`config.mk`:
```
export PLATFORM = sky130hd
export DESIGN_NAME = spi_regbridge
export DESIGN_NICKNAME = d
export VERILOG_FILES = /design/src/rtl/spi_regbridge_pkg.sv /design/src/rtl/spi_regbridge_sync.sv /design/src/rtl/spi_regbridge_frame.sv /design/src/rtl/spi_regbridge_access.sv /design/src/rtl/spi_regbridge.sv
export SDC_FILE = /design/constraint.sdc
export NUM_CORES = 1
export LEC_CHECK = 0
export BUFFER_PORTS_ARGS = -buffer_cell sky130_fd_sc_hd__buf_4
export CAP_MARGIN = 20
export CORE_MARGIN = 2
export CORE_UTILIZATION = 40
export DETAILED_ROUTE_END_ITERATION = 8
export GPL_TIMING_DRIVEN = 0
export HOLD_SLACK_MARGIN = 0.15
export PLACE_DENSITY = 0.63
export SLEW_MARGIN = 20
export SYNTH_ARGS = -nofsm -noshare
export SYNTH_HDL_FRONTEND = slang
export SYNTH_SLANG_ARGS = --single-unit
export TNS_END_PERCENT = 20
```
`constraint.sdc`:
```
create_clock -name clk -period 2.5 [get_ports clk]
set_input_delay 0.75 -clock clk [delete_from_list [all_inputs] [get_ports clk]]
set_output_delay 0.75 -clock clk [all_outputs]
set_load 0.05 [all_outputs]
```
`src/rtl/spi_regbridge_pkg.sv`:
```
// Shared constants and types for the serial register bridge.
// Assumes the header is exactly one bus word wide.
package spi_regbridge_pkg;
    localparam int ADDR_W   = 16;
    localparam int WORD_W   = 32;
    localparam int OP_W     = 8;
    localparam int CNT_W    = 8;
    localparam int BIT_W    = $clog2(WORD_W);
    localparam int FLAG_W   = 6;
    localparam int SET_W    = FLAG_W - 1;

    localparam int FL_WR_SHORT = 0;
    localparam int FL_WR_LONG  = 1;
    localparam int FL_RD_SHORT = 2;
    localparam int FL_RD_LONG  = 3;
    localparam int FL_FRAME    = 4;
    localparam int FL_SUM      = 5;

    typedef enum logic [2:0] {
        PH_IDLE,
        PH_HDR,
        PH_WR,
        PH_RD,
        PH_BAD
    } phase_t;
endpackage

```
`src/rtl/spi_regbridge_sync.sv`:
```
// Brings SCLK, chip select and MOSI into the system clock domain and
// produces single-cycle edge strobes.
// Assumes each SCLK phase lasts several system clocks.
module spi_regbridge_sync #(
    parameter int STAGES = 2
) (
    input  logic clk,
    input  logic rst_n,
    input  logic sclk,
    input  logic csn,
    input  logic mosi,
    output logic sclk_rise,
    output logic sclk_fall,
    output logic cs_begin,
    output logic cs_end,
    output logic cs_act,
    output logic mosi_s
);
    logic [STAGES:0]   sclk_q;
    logic [STAGES:0]   csn_q;
    logic [STAGES-1:0] mosi_q;

    // Purpose: shift the raw pins through the synchroniser chains.
    always_ff @(posedge clk) begin
        if (!rst_n) begin
            sclk_q <= '0;
            csn_q  <= '1;
            mosi_q <= '0;
        end else begin
            sclk_q <= {sclk_q[STAGES-1:0], sclk};
            csn_q  <= {csn_q[STAGES-1:0], csn};
            mosi_q <= {mosi_q[STAGES-2:0], mosi};
        end
    end

    // Purpose: compare the last two stages to find the edges.
    always_comb begin
        sclk_rise = sclk_q[STAGES-1] & ~sclk_q[STAGES];
        sclk_fall = ~sclk_q[STAGES-1] & sclk_q[STAGES];
        cs_begin  = ~csn_q[STAGES-1] & csn_q[STAGES];
        cs_end    = csn_q[STAGES-1] & ~csn_q[STAGES];
        cs_act    = ~csn_q[STAGES-1];
        mosi_s    = mosi_q[STAGES-1];
    end
endmodule

```
`src/rtl/spi_regbridge_frame.sv`:
```
// Frame engine. It counts bits into the header and the data words,
// decodes the header, issues one access for each complete unit, shifts
// read data out on MISO and judges the frame length when chip select
// rises.
// Assumes each access completes before the next unit does.
module spi_regbridge_frame
    import spi_regbridge_pkg::*;
#(
    parameter logic [OP_W-1:0] OP_WR = 8'h02,
    parameter logic [OP_W-1:0] OP_RD = 8'h03
) (
    input  logic              clk,
    input  logic              rst_n,
    input  logic              sclk_rise,
    input  logic              sclk_fall,
    input  logic              cs_begin,
    input  logic              cs_end,
    input  logic              cs_act,
    input  logic              mosi_s,
    input  logic [WORD_W-1:0] rd_word,
    output logic              acc_go,
    output logic              acc_we,
    output logic [ADDR_W-1:0] acc_addr,
    output logic [WORD_W-1:0] acc_wdata,
    output logic [SET_W-1:0]  err_set,
    output logic              miso
);
    localparam int WCNT_W = CNT_W + 1;
    localparam logic [BIT_W-1:0] LAST_BIT = BIT_W'(WORD_W - 1);
    localparam logic [ADDR_W-1:0] STEP = ADDR_W'(WORD_W / 8);

    phase_t             phase;
    logic [BIT_W-1:0]   bit_cnt;
    logic [WORD_W-1:0]  rx_sh;
    logic [WORD_W-1:0]  tx_sh;
    logic [WCNT_W-1:0]  words;
    logic [CNT_W-1:0]   decl;
    logic [ADDR_W-1:0]  next_addr;
    logic               load_pend;
    logic [WORD_W-1:0]  rx_full;
    logic               excess;
    logic               shortf;

    // Purpose: form the unit being shifted in and the length verdict.
    always_comb begin
        rx_full = {rx_sh[WORD_W-2:0], mosi_s};
        excess  = (words > {1'b0, decl}) ||
                  ((words == {1'b0, decl}) && (bit_cnt != '0));
        shortf  = !excess && (words < {1'b0, decl});
    end

    // Purpose: run the frame sequence, the accesses and the MISO shifter.
    always_ff @(posedge clk) begin
        if (!rst_n) begin
            phase     <= PH_IDLE;
            bit_cnt   <= '0;
            rx_sh     <= '0;
            tx_sh     <= '0;
            words     <= '0;
            decl      <= '0;
            next_addr <= '0;
            load_pend <= 1'b0;
            acc_go    <= 1'b0;
            acc_we    <= 1'b0;
            acc_addr  <= '0;
            acc_wdata <= '0;
            err_set   <= '0;
        end else begin
            acc_go  <= 1'b0;
            err_set <= '0;
            if (cs_begin) begin
                phase     <= PH_HDR;
                bit_cnt   <= '0;
                words     <= '0;
                tx_sh     <= '0;
                load_pend <= 1'b0;
            end else if (cs_end) begin
                phase     <= PH_IDLE;
                tx_sh     <= '0;
                load_pend <= 1'b0;
                unique case (phase)
                    PH_HDR: err_set[FL_FRAME] <= (bit_cnt != '0);
                    PH_BAD: err_set[FL_FRAME] <= 1'b1;
                    PH_WR: begin
                        err_set[FL_WR_LONG]  <= excess;
                        err_set[FL_WR_SHORT] <= shortf;
                    end
                    PH_RD: begin
                        err_set[FL_RD_LONG]  <= excess;
                        err_set[FL_RD_SHORT] <= shortf;
                    end
                    default: ;
                endcase
            end else if (sclk_rise && phase != PH_IDLE) begin
                rx_sh   <= rx_full;
                bit_cnt <= bit_cnt + 1'b1;
                if (bit_cnt == LAST_BIT) begin
                    unique case (phase)
                        PH_HDR: begin
                            decl      <= rx_full[CNT_W-1:0];
                            next_addr <= rx_full[CNT_W +: ADDR_W];
                            if (rx_full[WORD_W-1 -: OP_W] == OP_WR) begin
                                phase <= PH_WR;
                            end else if (rx_full[WORD_W-1 -: OP_W] == OP_RD) begin
                                phase     <= PH_RD;
                                acc_go    <= 1'b1;
                                acc_we    <= 1'b0;
                                acc_addr  <= rx_full[CNT_W +: ADDR_W];
                                next_addr <= rx_full[CNT_W +: ADDR_W] + STEP;
                                load_pend <= 1'b1;
                            end else begin
                                phase <= PH_BAD;
                            end
                        end
                        PH_WR: begin
                            acc_go    <= 1'b1;
                            acc_we    <= 1'b1;
                            acc_addr  <= next_addr;
                            acc_wdata <= rx_full;
                            next_addr <= next_addr + STEP;
                            if (words != '1) words <= words + 1'b1;
                        end
                        PH_RD: begin
                            acc_go    <= 1'b1;
                            acc_we    <= 1'b0;
                            acc_addr  <= next_addr;
                            next_addr <= next_addr + STEP;
                            load_pend <= 1'b1;
                            if (words != '1) words <= words + 1'b1;
                        end
                        default: ;
                    endcase
                end
            end else if (sclk_fall && cs_act) begin
                if (load_pend) begin
                    tx_sh     <= rd_word;
                    load_pend <= 1'b0;
                end else begin
                    tx_sh <= {tx_sh[WORD_W-2:0], 1'b0};
                end
            end
        end
    end

    assign miso = tx_sh[WORD_W-1];

    // an access is launched only as the bit counter wraps after a full unit
    a_r12_whole_unit: assert property (@(posedge clk) disable iff (!rst_n)
        acc_go |-> (bit_cnt == '0));

    // a frame with a bad opcode launches nothing
    a_r9_bad_silent: assert property (@(posedge clk) disable iff (!rst_n)
        (phase == PH_BAD) |-> !acc_go);

    // consecutive accesses in one frame are one word apart
    a_r3_addr_step: assert property (@(posedge clk) disable iff (!rst_n)
        (acc_go && phase != PH_IDLE) |=> (next_addr == acc_addr + STEP));
endmodule

```
`src/rtl/spi_regbridge_access.sv`:
```
// Access engine. It drives the register bus with a request that is held
// until acknowledged, serves the status word at one fixed address and
// keeps the sticky flags.
// Assumes at most one access is outstanding at a time.
module spi_regbridge_access
    import spi_regbridge_pkg::*;
#(
    parameter logic [ADDR_W-1:0] STAT_ADDR = 16'h000C
) (
    input  logic              clk,
    input  logic              rst_n,
    input  logic              acc_go,
    input  logic              acc_we,
    input  logic [ADDR_W-1:0] acc_addr,
    input  logic [WORD_W-1:0] acc_wdata,
    input  logic [SET_W-1:0]  err_set,
    input  logic              bus_ack,
    input  logic [WORD_W-1:0] bus_rdata,
    output logic              bus_req,
    output logic              bus_we,
    output logic [ADDR_W-1:0] bus_addr,
    output logic [WORD_W-1:0] bus_wdata,
    output logic [WORD_W-1:0] rd_word,
    output logic [FLAG_W-1:0] flags
);
    logic              is_stat;
    logic [FLAG_W-1:0] clr_mask;
    logic [FLAG_W-1:0] flags_nx;

    // Purpose: decode local status accesses and compute the next flags.
    always_comb begin
        is_stat  = acc_go && (acc_addr == STAT_ADDR);
        clr_mask = (is_stat && acc_we) ? acc_wdata[FLAG_W-1:0] : '0;
        flags_nx = (flags & ~clr_mask) | {|err_set, err_set};
    end

    // Purpose: run the bus handshake, capture read data, update the flags.
    always_ff @(posedge clk) begin
        if (!rst_n) begin
            bus_req   <= 1'b0;
            bus_we    <= 1'b0;
            bus_addr  <= '0;
            bus_wdata <= '0;
            rd_word   <= '0;
            flags     <= '0;
        end else begin
            flags <= flags_nx;
            if (is_stat) begin
                if (!acc_we) rd_word <= {{(WORD_W-FLAG_W){1'b0}}, flags};
            end else if (acc_go) begin
                bus_req   <= 1'b1;
                bus_we    <= acc_we;
                bus_addr  <= acc_addr;
                bus_wdata <= acc_wdata;
            end
            if (bus_req && bus_ack) begin
                bus_req <= 1'b0;
                if (!bus_we) rd_word <= bus_rdata;
            end
        end
    end

    // a request holds steady until acknowledged
    a_r2_req_hold: assert property (@(posedge clk) disable iff (!rst_n)
        (bus_req && !bus_ack) |=> (bus_req && $stable(bus_addr) &&
                                   $stable(bus_we) && $stable(bus_wdata)));

    // the status word never appears on the bus
    a_r11_local_status: assert property (@(posedge clk) disable iff (!rst_n)
        bus_req |-> (bus_addr != STAT_ADDR));

    // any new error raises the summary bit
    a_r10_summary_set: assert property (@(posedge clk) disable iff (!rst_n)
        (|err_set) |=> flags[FL_SUM]);

    // a flag stays set unless a one is written to it
    a_r5_sticky: assert property (@(posedge clk) disable iff (!rst_n)
        (flags[FL_WR_SHORT] && !clr_mask[FL_WR_SHORT]) |=> flags[FL_WR_SHORT]);

    // a new bus access never lands on an outstanding one
    a_r2_no_overlap: assert property (@(posedge clk) disable iff (!rst_n)
        (acc_go && !is_stat) |-> !bus_req);
endmodule

```
`src/rtl/spi_regbridge.sv`:
```
// Top of the serial register bridge: synchroniser, frame engine and
// access engine.
// Assumes each SCLK phase lasts at least six system clocks and that a
// bus read is answered within two clocks.
module spi_regbridge
    import spi_regbridge_pkg::*;
#(
    parameter int                SYNC_STAGES = 2,
    parameter logic [OP_W-1:0]   OP_WRITE    = 8'h02,
    parameter logic [OP_W-1:0]   OP_READ     = 8'h03,
    parameter logic [ADDR_W-1:0] STAT_ADDR   = 16'h000C
) (
    input  logic              clk,
    input  logic              rst_n,
    input  logic              spi_sclk,
    input  logic              spi_csn,
    input  logic              spi_mosi,
    output logic              spi_miso,
    output logic              bus_req,
    output logic              bus_we,
    output logic [ADDR_W-1:0] bus_addr,
    output logic [WORD_W-1:0] bus_wdata,
    input  logic              bus_ack,
    input  logic [WORD_W-1:0] bus_rdata,
    output logic [FLAG_W-1:0] err_flags
);
    logic              sclk_rise, sclk_fall, cs_begin, cs_end, cs_act, mosi_s;
    logic              acc_go, acc_we;
    logic [ADDR_W-1:0] acc_addr;
    logic [WORD_W-1:0] acc_wdata;
    logic [WORD_W-1:0] rd_word;
    logic [SET_W-1:0]  err_set;

    spi_regbridge_sync #(.STAGES(SYNC_STAGES)) u_sync (
        .clk       (clk),
        .rst_n     (rst_n),
        .sclk      (spi_sclk),
        .csn       (spi_csn),
        .mosi      (spi_mosi),
        .sclk_rise (sclk_rise),
        .sclk_fall (sclk_fall),
        .cs_begin  (cs_begin),
        .cs_end    (cs_end),
        .cs_act    (cs_act),
        .mosi_s    (mosi_s)
    );

    spi_regbridge_frame #(.OP_WR(OP_WRITE), .OP_RD(OP_READ)) u_frame (
        .clk       (clk),
        .rst_n     (rst_n),
        .sclk_rise (sclk_rise),
        .sclk_fall (sclk_fall),
        .cs_begin  (cs_begin),
        .cs_end    (cs_end),
        .cs_act    (cs_act),
        .mosi_s    (mosi_s),
        .rd_word   (rd_word),
        .acc_go    (acc_go),
        .acc_we    (acc_we),
        .acc_addr  (acc_addr),
        .acc_wdata (acc_wdata),
        .err_set   (err_set),
        .miso      (spi_miso)
    );

    spi_regbridge_access #(.STAT_ADDR(STAT_ADDR)) u_access (
        .clk       (clk),
        .rst_n     (rst_n),
        .acc_go    (acc_go),
        .acc_we    (acc_we),
        .acc_addr  (acc_addr),
        .acc_wdata (acc_wdata),
        .err_set   (err_set),
        .bus_ack   (bus_ack),
        .bus_rdata (bus_rdata),
        .bus_req   (bus_req),
        .bus_we    (bus_we),
        .bus_addr  (bus_addr),
        .bus_wdata (bus_wdata),
        .rd_word   (rd_word),
        .flags     (err_flags)
    );

    // reset leaves the bus idle and the flags clear
    a_r13_reset_idle: assert property (@(posedge clk)
        $past(!rst_n) |-> (!bus_req && err_flags == '0 && !spi_miso));
endmodule

```
==> results by group <==
Run status
  • Status: completed

Clocking
  • Clock Path Buffers: 3
  • Reg clk slew, reported paths: 0.06 ns
  • CTS H-tree lvls: 1
  • Total CTS buffers: 28
  • Worst-Skew Late Latency: 0.54 ns
  • CTS Sinks: 256
  • CTS tree: built
  • Clock root buffer: clkbuf_16

Detailed routing
  • Wire length per cell: 16.43 um
  • WL final: 29360 um
  • Post-route DRC: 0
  • Mean number of vias per cell: 5.327
  • Via count: 9520
  • Routed Antenna Nets: 0
  • Pre-antenna DRT Iters: 5
  • Initial DRC count: 763

Yosys
  • Mean post-synth cell area: 8.107 um2
  • Mapped Area: 10610 um2
  • Synthesized netlist cell count: 1309
  • Post-synth EDFFs: 0
  • Synth Warn #: 0
  • Asr flop ratio synth: 0%
  • Post-synthesis sequential area ratio: 48.29%
  • Seq cells post-synth: 256
  • Syn_nets: 1364
  • Post-synth cell types: 64
  • Ys flop type: dfxtp_1

Critical path
  • Startpoint types: flop
  • CP Cell Sequence: nor4bb_1 -> a21oi_1 -> a21oi_4 -> clkbuf_8 -> o211ai_1 -> o211a_1
  • CP endpoint kind: flop
  • WS Path Type: flop to flop
  • Req. time, crit path: 2.93 ns
  • Worst r2r src: u_frame.rx_sh[23]
  • RR Endpoint: u_frame.acc_addr[6]
  • R2R Setup Slk: 0.12 ns
  • Critical Path Fanout Max: 10
  • CP Data Arrival Time: 2.81 ns
  • R2R depth: 6
  • Crit path launch: u_frame.rx_sh[23]
  • CP max stage cell: nor4bb_1
  • CP max stage delay: 0.79 ns

STA
  • Fmax: 0.4204 GHz
  • Slew @ Worst Pin: 0.8641 ns
  • Fin. max-slew vios: 0
  • RSZ-0062 raised after global routing: yes
  • Final min period: 2.379 ns
  • Slew HR: 41.61%
  • Setup-failing EPs final: 0
  • Final period utilization: 95.14%
  • Hold_ws: 0.4019 ns
  • Clock Skew: 0.01100 ns
  • Final WS setup: 0.1214 ns
  • Hold Fails Final Rpt: 0

Job
  • Maxcap violations: 0

Layout
  • Nets: 1487
  • Non-Filler Instances: 1787
  • Most common cell after layout, fill and taps aside: nand2_1
  • Area grow syn2layout: 20.68%
  • Most frequent cells in the layout: nand2_1 (333), dfxtp_1 (256), a21oi_1 (171), buf_4 (98), nor2_1 (89)
  • Design Area, Final: 12810 um2
  • Fillers: 2533
  • Antenna diodes: 0
  • Layout cells sized above 1: 12.81%
  • Finished Core Util: 49.15%

Global route
  • Overflow left after global routing: 0
  • GRT Util Overall: 20.60%
  • Largest net degree at the start of global routing: 14
  • Initial antenna violation count: 0
  • Vias in the first global route: 9108
  • Global-route wire length before repair: 47440 um

Die
  • Chip height: 166.9 um
  • Total core area: 26060 um2
  • Rows: 59
  • Starting Density: 40.73%
  • Chip width: 166.9 um
  • Num ports: 95
  • Die area: 27850 um2

Worst hold path
  • Beginning of the worst hold path: spi_csn
  • Endpoint, Worst Hold: u_sync.csn_q[0]
  • Hold Crit Depth: 2
  • Hold crit path type: input port to flop

Place
  • Placed cells: 1738
  • GP Congestion: 0.9148
  • Dpl hpwl: 21450 um
  • Setup WS pre-CTS: -0.5265 ns
  • # port buffers: 94
  • Post-DP Area: 11740 um2

Power and ir drop
  • PwrDens: 679.2 nW/um2
  • VDD IR-drop max: 0.6932 mV
  • Leakage: 4.306 nW
[layer usage]
metal	track usage [%]	vias up	share of wire, %
li1	-	4701	-
met1	28.92	4509	48
met2	33.26	257	45
met3	2.804	53	5.4
met4	5.622	0	2.1
met5	0	-	0
[flip-flops by register name, summed over array words and instances (netlist names), 2 cells and up]
name / count
u_frame.phase: 3
u_access.rd_word: 32
u_frame.err_set: 5
u_access.bus_wdata: 32
u_sync.mosi_q: 2
u_frame.next_addr: 16
u_sync.sclk_q: 3
u_frame.tx_sh: 32
u_sync.csn_q: 3
u_access.bus_addr: 16
u_frame.decl: 8
u_access.flags: 6
u_frame.rx_sh: 31
u_frame.acc_addr: 16
u_frame.words: 9
u_frame.acc_wdata: 32
u_frame.bit_cnt: 5
[final cells by class]
type	instances	area, um2	share of cell area [%]
Inverter	33	123.9	0.9672
Clock buffer	35	788.3	6.155
Clock inverter	15	210.2	1.641
Tap cell	335	419.2	3.273
Multi-Input combinational cell	922	4987	38.94
Sequential cell	256	5125	40.02
Buffer	96	440.4	3.439
Timing Repair Buffer	95	713.2	5.569
[logic make-up after synthesis]
family,Yosys count,synth area share [%]
flops,256,48.29
xor+xnor,19,1.568
fa+ha+maj,17,2.004
compound gates,285,16.22
buf+inv,131,5.199
mux,38,3.608
simple gates,563,23.11
[worst max-delay path by stage]
stage / to / slack, ns
final: u_frame.acc_addr[6] / 0.12
after global routing: u_frame.tx_sh[25] / -0.02
after CTS: u_frame.next_addr[9] / 0.02
after detailed placement: u_frame.acc_addr[6] / -0.53
after global placement: u_frame.acc_addr[6] / -0.54
after floorplan: u_frame.acc_addr[15] / 0.14
[synthesized netlist by cell type, drive strengths merged (2+ instances only)]
cell | n | area share, %
nand2 | 333 | 12
dfxtp | 256 | 48
a21oi | 172 | 8.1
nor2 | 91 | 3.3
clkbuf | 86 | 3.3
nand3 | 41 | 1.9
mux2i | 36 | 3.4
a211oi | 33 | 2.4
inv | 33 | 1.2
nor3 | 20 | 0.99
a311oi | 18 | 1.5
o21ai | 18 | 0.85
ha | 17 | 2.0
xnor2 | 15 | 1.2
nor4 | 13 | 0.77
buf | 11 | 0.61
nand2b | 11 | 0.65
a31oi | 10 | 0.59
and2 | 8 | 0.47
nand4 | 8 | 0.47
o211ai | 7 | 0.50
or3 | 7 | 0.41
or4 | 5 | 0.42
nor2b | 4 | 0.24
o211a | 4 | 0.38
o21a | 4 | 0.28
xor2 | 4 | 0.33
a21o | 3 | 0.21
and3 | 3 | 0.18
nand3b | 3 | 0.21
nor4b | 3 | 0.25
a2111oi | 2 | 0.24
a211o | 2 | 0.17
a22oi | 2 | 0.14
a31o | 2 | 0.17
and3b | 2 | 0.18
and4 | 2 | 0.17
mux2 | 2 | 0.21
o31a | 2 | 0.17
or2 | 2 | 0.12
or3b | 2 | 0.17
[power by group]
group          switching, W  total [W]  internal, W  leakage (nW)
logic              0.000123   0.000188    0.0000655          1.74
registers        0.00000502    0.00409      0.00409          2.06
clock network       0.00167    0.00442      0.00274         0.501
total               0.00180    0.00870      0.00690          4.31
[metrics by stage]
stage / setup TNS (ns) / total power, W
finish: 0 / 0.008698
global route: -0.09101 / 0.008957
CTS: 0 / 0.008772
detailed placement: -16.70 / 0.004368
global placement: -16.10 / 0.004368
floorplan: 0 / 0.004271
[critical path, delay by kind of cell (launching register included)]
kind,cells,cell delay [ns]
AO/OA/AOI/OAI,4,0.82
AND/OR/NAND/NOR,1,0.79
flip-flops,1,0.44
buffers and inverters,1,0.22
[timing repair]
| action | 4_1_cts | 5_1_grt |
|---|---|---|
| resized for setup | 16 | 9 |
| setup buffers | 1 | 0 |
| gates cloned | 0 | 0 |
| hold buffers | 0 | 0 |
| hold endpoints to repair | 0 | 0 |
| setup endpoints to repair | 60 | 49 |
(Power assumes the default switching activity.)
